**config.mk**
```make
export PLATFORM = sky130hd
export DESIGN_NAME = wdt_stage_top
export DESIGN_NICKNAME = d
export VERILOG_FILES = /design/src/rtl/wdt_stage_pkg.sv /design/src/rtl/wdt_stage_datapath.sv /design/src/rtl/wdt_stage_ctrl.sv /design/src/rtl/wdt_stage_top.sv
export SDC_FILE = /design/constraint.sdc
export NUM_CORES = 1
export LEC_CHECK = 0
export BUFFER_PORTS_ARGS = -buffer_cell sky130_fd_sc_hd__buf_2
export CORE_UTILIZATION = 53
export DETAILED_ROUTE_END_ITERATION = 10
export PLACE_DENSITY_LB_ADDON = 0.1
export SYNTH_ARGS = -nofsm -noshare
export SYNTH_HDL_FRONTEND = slang
export SYNTH_SLANG_ARGS = --single-unit
```
**constraint.sdc**
```tcl
create_clock -name clk -period 6.5 [get_ports clk]
set_input_delay 1.625 -clock clk [delete_from_list [all_inputs] [get_ports clk]]
set_output_delay 1.625 -clock clk [all_outputs]
set_load 0.05 [all_outputs]
```
**src/rtl/wdt_stage_pkg.sv**
```systemverilog
package wdt_stage_pkg;

  // register addresses
  localparam logic [2:0] ADDR_CTRL    = 3'd0;
  localparam logic [2:0] ADDR_PEND    = 3'd1;
  localparam logic [2:0] ADDR_ENA_SET = 3'd2;
  localparam logic [2:0] ADDR_ENA_CLR = 3'd3;
  localparam logic [2:0] ADDR_POKE    = 3'd4;

  // control word field positions
  localparam int MODE_LSB = 0;
  localparam int SEC_BIT  = 2;
  localparam int LEN_LSB  = 4;
  localparam int CNT_LSB  = 20;

  typedef enum logic [1:0] {
    MODE_STOP        = 2'd0,
    MODE_IRQ         = 2'd1,
    MODE_IRQ_SEC     = 2'd2,
    MODE_IRQ_SEC_RST = 2'd3
  } mode_e;

  typedef enum logic [1:0] {
    STG_FIRST  = 2'd0,
    STG_SECOND = 2'd1,
    STG_THIRD  = 2'd2,
    STG_DONE   = 2'd3
  } stage_e;

  // strobes from control to datapath
  typedef struct packed {
    logic reload;
    logic run;
  } dpStrobe_t;

endpackage

```
**src/rtl/wdt_stage_datapath.sv**
```systemverilog
module wdt_stage_datapath
  import wdt_stage_pkg::*;
#(
  parameter int LEN_W = 16,
  parameter int LOW_W = 8,
  parameter int PRESC = 1024,
  localparam int CNT_W = LEN_W + LOW_W,
  localparam int PS_W  = $clog2(PRESC)
) (
  input  logic             clk,
  input  logic             rst,
  input  dpStrobe_t        strobe,
  input  logic [LEN_W-1:0] loadLen,
  output logic             expire,
  output logic [CNT_W-1:0] count
);

  logic [PS_W-1:0]  prescQ;
  logic [CNT_W-1:0] reloadVal;
  logic             tick;
  logic             runOut;

  assign reloadVal = {loadLen, {LOW_W{1'b0}}};
  assign tick      = strobe.run && (prescQ == PS_W'(PRESC - 1));
  assign runOut    = (count <= CNT_W'(1));
  assign expire    = tick && !strobe.reload && runOut;

  always_ff @(posedge clk) begin
    if (rst) begin
      prescQ <= '0;
      count  <= '0;
    end else if (strobe.reload) begin
      prescQ <= '0;
      count  <= reloadVal;
    end else if (strobe.run) begin
      prescQ <= tick ? '0 : prescQ + PS_W'(1);
      if (tick) begin
        count <= runOut ? reloadVal : count - CNT_W'(1);
      end
    end
  end

endmodule

```
**src/rtl/wdt_stage_ctrl.sv**
```systemverilog
module wdt_stage_ctrl
  import wdt_stage_pkg::*;
#(
  parameter int DATA_W = 64,
  parameter int LEN_W  = 16
) (
  input  logic              clk,
  input  logic              rst,
  input  logic              wrEn,
  input  logic [2:0]        wrAddr,
  input  logic [DATA_W-1:0] wrData,
  input  logic              expire,
  output dpStrobe_t         strobe,
  output logic [LEN_W-1:0]  loadLen,
  output mode_e             modeQ,
  output logic              secEnQ,
  output logic [LEN_W-1:0]  lenQ,
  output stage_e            stageQ,
  output logic              pendQ,
  output logic              enaQ,
  output logic              coreIrq,
  output logic              secIrq,
  output logic              rstReq
);

  logic ctrlWr, pokeWr, pendClr, enaSet, enaClr;
  logic secAllowed;
  logic unusedWr;

  assign unusedWr = ^{wrData[3], wrData[DATA_W-1:LEN_LSB+LEN_W]};

  assign ctrlWr  = wrEn && (wrAddr == ADDR_CTRL);
  assign pokeWr  = wrEn && (wrAddr == ADDR_POKE) && wrData[0];
  assign pendClr = wrEn && (wrAddr == ADDR_PEND) && wrData[0];
  assign enaSet  = wrEn && (wrAddr == ADDR_ENA_SET) && wrData[0];
  assign enaClr  = wrEn && (wrAddr == ADDR_ENA_CLR) && wrData[0];

  assign loadLen       = ctrlWr ? wrData[LEN_LSB +: LEN_W] : lenQ;
  assign strobe.reload = ctrlWr || pokeWr;
  assign strobe.run    = (modeQ != MODE_STOP) && (stageQ != STG_DONE);

  assign secAllowed = (modeQ == MODE_IRQ_SEC) || (modeQ == MODE_IRQ_SEC_RST);
  assign coreIrq    = pendQ && enaQ;

  // configuration
  always_ff @(posedge clk) begin
    if (rst) begin
      modeQ  <= MODE_STOP;
      secEnQ <= 1'b0;
      lenQ   <= '0;
    end else if (ctrlWr) begin
      modeQ  <= mode_e'(wrData[MODE_LSB +: 2]);
      secEnQ <= wrData[SEC_BIT];
      lenQ   <= wrData[LEN_LSB +: LEN_W];
    end
  end

  // interrupt enable and pending
  always_ff @(posedge clk) begin
    if (rst) begin
      enaQ  <= 1'b0;
      pendQ <= 1'b0;
    end else begin
      if (enaSet) enaQ <= 1'b1;
      else if (enaClr) enaQ <= 1'b0;
      if (expire && stageQ == STG_FIRST) pendQ <= 1'b1;
      else if (pendClr) pendQ <= 1'b0;
    end
  end

  // escalation stage and secondary interrupt
  always_ff @(posedge clk) begin
    if (rst) begin
      stageQ <= STG_FIRST;
      secIrq <= 1'b0;
    end else if (strobe.reload) begin
      stageQ <= STG_FIRST;
      secIrq <= 1'b0;
    end else if (expire) begin
      case (stageQ)
        STG_FIRST: if (modeQ != MODE_IRQ) stageQ <= STG_SECOND;
        STG_SECOND: begin
          if (secEnQ && secAllowed) secIrq <= 1'b1;
          stageQ <= STG_THIRD;
        end
        STG_THIRD: if (modeQ == MODE_IRQ_SEC_RST) stageQ <= STG_DONE;
        default: stageQ <= stageQ;
      endcase
    end
  end

  // sticky reset request
  always_ff @(posedge clk) begin
    if (rst) begin
      rstReq <= 1'b0;
    end else if (expire && stageQ == STG_THIRD && modeQ == MODE_IRQ_SEC_RST) begin
      rstReq <= 1'b1;
    end
  end

endmodule

```
**src/rtl/wdt_stage_top.sv**
```systemverilog
module wdt_stage_top
  import wdt_stage_pkg::*;
#(
  parameter int DATA_W = 64,
  parameter int LEN_W  = 16,
  parameter int LOW_W  = 8,
  parameter int PRESC  = 1024,
  localparam int CNT_W = LEN_W + LOW_W
) (
  input  logic              clk,
  input  logic              rst,
  input  logic              wrEn,
  input  logic [2:0]        wrAddr,
  input  logic [DATA_W-1:0] wrData,
  input  logic [2:0]        rdAddr,
  output logic [DATA_W-1:0] rdData,
  output logic              coreIrq,
  output logic              secIrq,
  output logic              rstReq
);

  dpStrobe_t        strobe;
  logic [LEN_W-1:0] loadLen;
  logic [LEN_W-1:0] lenQ;
  logic [CNT_W-1:0] count;
  logic             expire;
  mode_e            modeQ;
  stage_e           stageQ;
  logic             secEnQ, pendQ, enaQ;

  wdt_stage_ctrl #(.DATA_W(DATA_W), .LEN_W(LEN_W)) ctrl_i (
    .clk(clk), .rst(rst), .wrEn(wrEn), .wrAddr(wrAddr), .wrData(wrData),
    .expire(expire), .strobe(strobe), .loadLen(loadLen), .modeQ(modeQ),
    .secEnQ(secEnQ), .lenQ(lenQ), .stageQ(stageQ), .pendQ(pendQ),
    .enaQ(enaQ), .coreIrq(coreIrq), .secIrq(secIrq), .rstReq(rstReq)
  );

  wdt_stage_datapath #(.LEN_W(LEN_W), .LOW_W(LOW_W), .PRESC(PRESC)) dp_i (
    .clk(clk), .rst(rst), .strobe(strobe), .loadLen(loadLen),
    .expire(expire), .count(count)
  );

  always_comb begin
    rdData = '0;
    case (rdAddr)
      ADDR_CTRL: begin
        rdData[MODE_LSB +: 2]     = modeQ;
        rdData[SEC_BIT]           = secEnQ;
        rdData[LEN_LSB +: LEN_W]  = lenQ;
        rdData[CNT_LSB +: CNT_W]  = count;
      end
      ADDR_PEND:    rdData[0] = pendQ;
      ADDR_ENA_SET,
      ADDR_ENA_CLR: rdData[0] = enaQ;
      default:      rdData = '0;
    endcase
  end

endmodule

```
==> flow_metrics.tcl <==
set metrics [dict create \
    status "complete, no violations" \
    multi_input_area_um2 2160 \
    cts.sinks 59 \
    path_delay_family "buffers and inverters" \
    ys_warn_count 0 \
    min_period_over_period_pct 66.8 \
    io_buffers 73 \
    grt_max_degree 43 \
    r2r_cells 7 \
    ff2ff_setup_slack_ns 3.50 \
    synth_top_family_by_area "simple AND/OR/NAND/NOR gates" \
    viasPerCell 5.41 \
    async_flop_share_pct 0 \
    finalSetupViolCount 0 \
    cts_setup_buffers 0 \
    ios 140 \
    syn_to_final_growth_pct 14.3 \
    cp_max_fo 42 \
    overflow 0 \
    finalCriticalPeriod_ns 4.34 \
    root_buffer "clkbuf_8" \
    crit_slowest_cell "buf_4" \
    grt_pass1_vias 2892 \
    worstSetupStartpoint "rdAddr[1]" \
    wl_per_cell_um 13.7 \
    yosys.area.top_type_share_pct 33.5 \
    synthXorXnorAreaFrac_pct 4.22 \
    synth.avg_cell_area_um2 8.07 \
    finalNonFillerCells 586 \
    ys_types 60 \
    cts_buffer_depth 2 \
    pwr_density_cell_nw_per_um2 205 \
    start_util_pct 55.2 \
    power.net_switching_uw 246 \
    antenna_cells 0 \
    arrival_ns 2.72 \
    critPathKind "in2out" \
    ys_seq_area_share_pct 33.5 \
    power.share.clock_pct 36.4 \
    cp_num_buf_inv 3 \
    final_max_slew_viol_count 0 \
    critical_path_cell_count 5 \
    grt_usage_pct 23.9 \
    max_stage_delay_ns 0.34 \
    synth-edff-count 0 \
    p_leak_uw 0.00177 \
    end_kind "primary output" \
    design_area_um2 4030 \
    die_w_um 83.6 \
    synth-adder-area-share_pct 2.84 \
    rr_startpoint "ctrl_i.stageQ[0]" \
    rsz0062_at_grt "no" \
    drt_wl_total_um 8000 \
    path_cells "buf_2, nor3_2, buf_4, and2_1, buf_2" \
    htree_levels 3 \
    die_area_um2 6980 \
    synthCells 437 \
    tightest_slew_ns 0.863 \
    cts_resized 0 \
    synth_area_leaders "dfxtp_1 33%, and2_1 7.8%, nand2_1 5.4%, nor2_1 5.4%, mux2i_1 5.1%" \
    cts_tree "done" \
    gp_congestion 0.810 \
    hp-class "reg2reg" \
    max_clock_freq_mhz 230 \
    syn-cell-area_um2 3530 \
    antenna_found_initial 0 \
    pwr-share-comb_pct 18.1 \
    required_ns 4.88 \
    irDropWorstVdd_mv 0.157 \
    start_kind "input pin" \
    drc 0 \
    r2r_end "dp_i.count[23]" \
    yosys-mux-area-fraction_pct 5.43 \
    drt_pass1_iterations 4 \
    drive_above_1_share_pct 21.6 \
    p_int_uw 582 \
    cts_hold_buf 0 \
    hold_violations 0 \
    seq_power_share_pct 45.5 \
    ant_nets 0 \
    slew_headroom_pct 42.3 \
    die_h_um 83.6 \
    fillCellCount 612 \
    seq_area_um2 1180 \
    endpoint "rdData[42]" \
    timing.final.ws_setup_ns 2.16 \
    drv_cap 0 \
    clk_latency_ns 0.33 \
    hpwl_um 5750 \
    drtIter0Drc 161 \
    crit_top_cell "buf_2" \
    synth_compound_area_share_pct 13.3 \
    switching_share_pct 29.7 \
    synthSimpleGateAreaFrac_pct 32.9 \
    rows 29 \
    core_um2 6390 \
    grt_first_pass_wirelength_um 13600 \
    dpl-instance-area_um2 3850 \
    worst_clock_skew_ns 0.00789 \
    cts_buffers 9 \
    place_ws_ns 2.15 \
    dp_cells 571 \
    tns_ns 0 \
    synth_top_cell_by_area "dfxtp_1" \
    synthFlopType "dfxtp_1" \
    num-nets-final 586 \
    power_uw 828 \
    clk_pin_slew_ns 0.06 \
    ys_ff_latch 59 \
    vias 3170 \
]
[cell families (layout without fill, tap and decap cells)]
logic type	after synthesis	in the layout
DFF	59	59
adders and majority gates	8	8
AOI/OAI and AO/OA	71	71
xor gates and xnor gates	17	17
buffers and inverters	46	98
muxes	19	19
other	1	21
and+or+nand+nor	216	216
[power by group through the flow]
stage	clock (µW)	combinational, µW	sequential [µW]
final	301	150	377
after global routing	326	164	378
after CTS	309	149	377
after floorplan	0	136	382
after detailed placement	0	149	385
after global placement	0	147	384
[synthesized netlist by cell type (all sizes together), types with 2 or more instances]
cell	number
a221oi	2
dfxtp	59
xor2	13
nand4	8
o22ai	5
clkbuf	12
mux2i	18
a31oi	2
a41oi	2
nor3	14
nor2b	2
nor4	12
and4	2
and2	44
nand3	7
or2	2
or4	3
buf	27
nand2	52
o31a	2
xnor2	4
o21ai	9
and3	3
nand2b	5
ha	8
a21oi	32
or3	8
nor2	51
a211oi	7
inv	7
[state kept, by name, indices dropped and copies added, names as in the netlist]
signal,cells
dp_i.prescQ,10
dp_i.count,24
ctrl_i.enaQ,1
ctrl_i.lenQ,16
ctrl_i.secIrq,1
ctrl_i.rstReq,1
ctrl_i.stageQ,2
ctrl_i.modeQ,2
ctrl_i.pendQ,1
ctrl_i.secEnQ,1
[stage by stage]
step | utilization, % | hold WS [ns]
floorplan | - | 0.445
global placement | 60.3 | 0.456
detailed placement | 60.3 | 0.459
CTS | 63.1 | 0.474
global route | 63.1 | 0.509
finish | 63.1 | 0.471
[tightest hold or removal path, cell delays in order, from the launching register on]
cell and delay [ns]:
dfxtp_1 0.32, a41oi_1 0.04, nor2_1 0.07
[cell usage in the layout, fill, tap and decap left out, drive strengths merged, types with 12 or more instances in the layout]
master | synthesis | routed
nor3 | 14 | 14
nor4 | 12 | 12
and2 | 44 | 44
nand2 | 52 | 52
xor2 | 13 | 13
mux2i | 18 | 18
conb | 1 | 21
dfxtp | 59 | 59
clkbuf | 12 | 13
buf | 27 | 76
a21oi | 32 | 32
nor2 | 51 | 51
[routing by layer]
metal	track usage, %	up-vias	routed length (µm)
li1	-	1615	-
met5	0	-	0
met1	31.8	1445	3790
met2	39.3	98	3660
met4	8.47	0	105
met3	3.66	12	440
[layout make-up]
type                    instances  area share [%]
repair buffers                 76            9.62
well taps                      77            2.39
flip-flops and latches         59            29.3
inverters                       7           0.652
clock inverters                 2           0.248
multi-input cells             352            53.6
clock buffers                  13            4.19
[how the worst min path moves through the flow]
stage,startpoint,endpoint,slack (ns),cells past startpoint
finish,ctrl_i.rstReq,ctrl_i.rstReq,0.47,2
global route,ctrl_i.secIrq,ctrl_i.secIrq,0.51,2
CTS,dp_i.prescQ[1],dp_i.prescQ[1],0.47,2
detailed placement,ctrl_i.rstReq,ctrl_i.rstReq,0.46,2
global placement,dp_i.prescQ[1],dp_i.prescQ[1],0.46,2
floorplan,ctrl_i.secEnQ,ctrl_i.secEnQ,0.44,2
(Power assumes the default switching activity.)
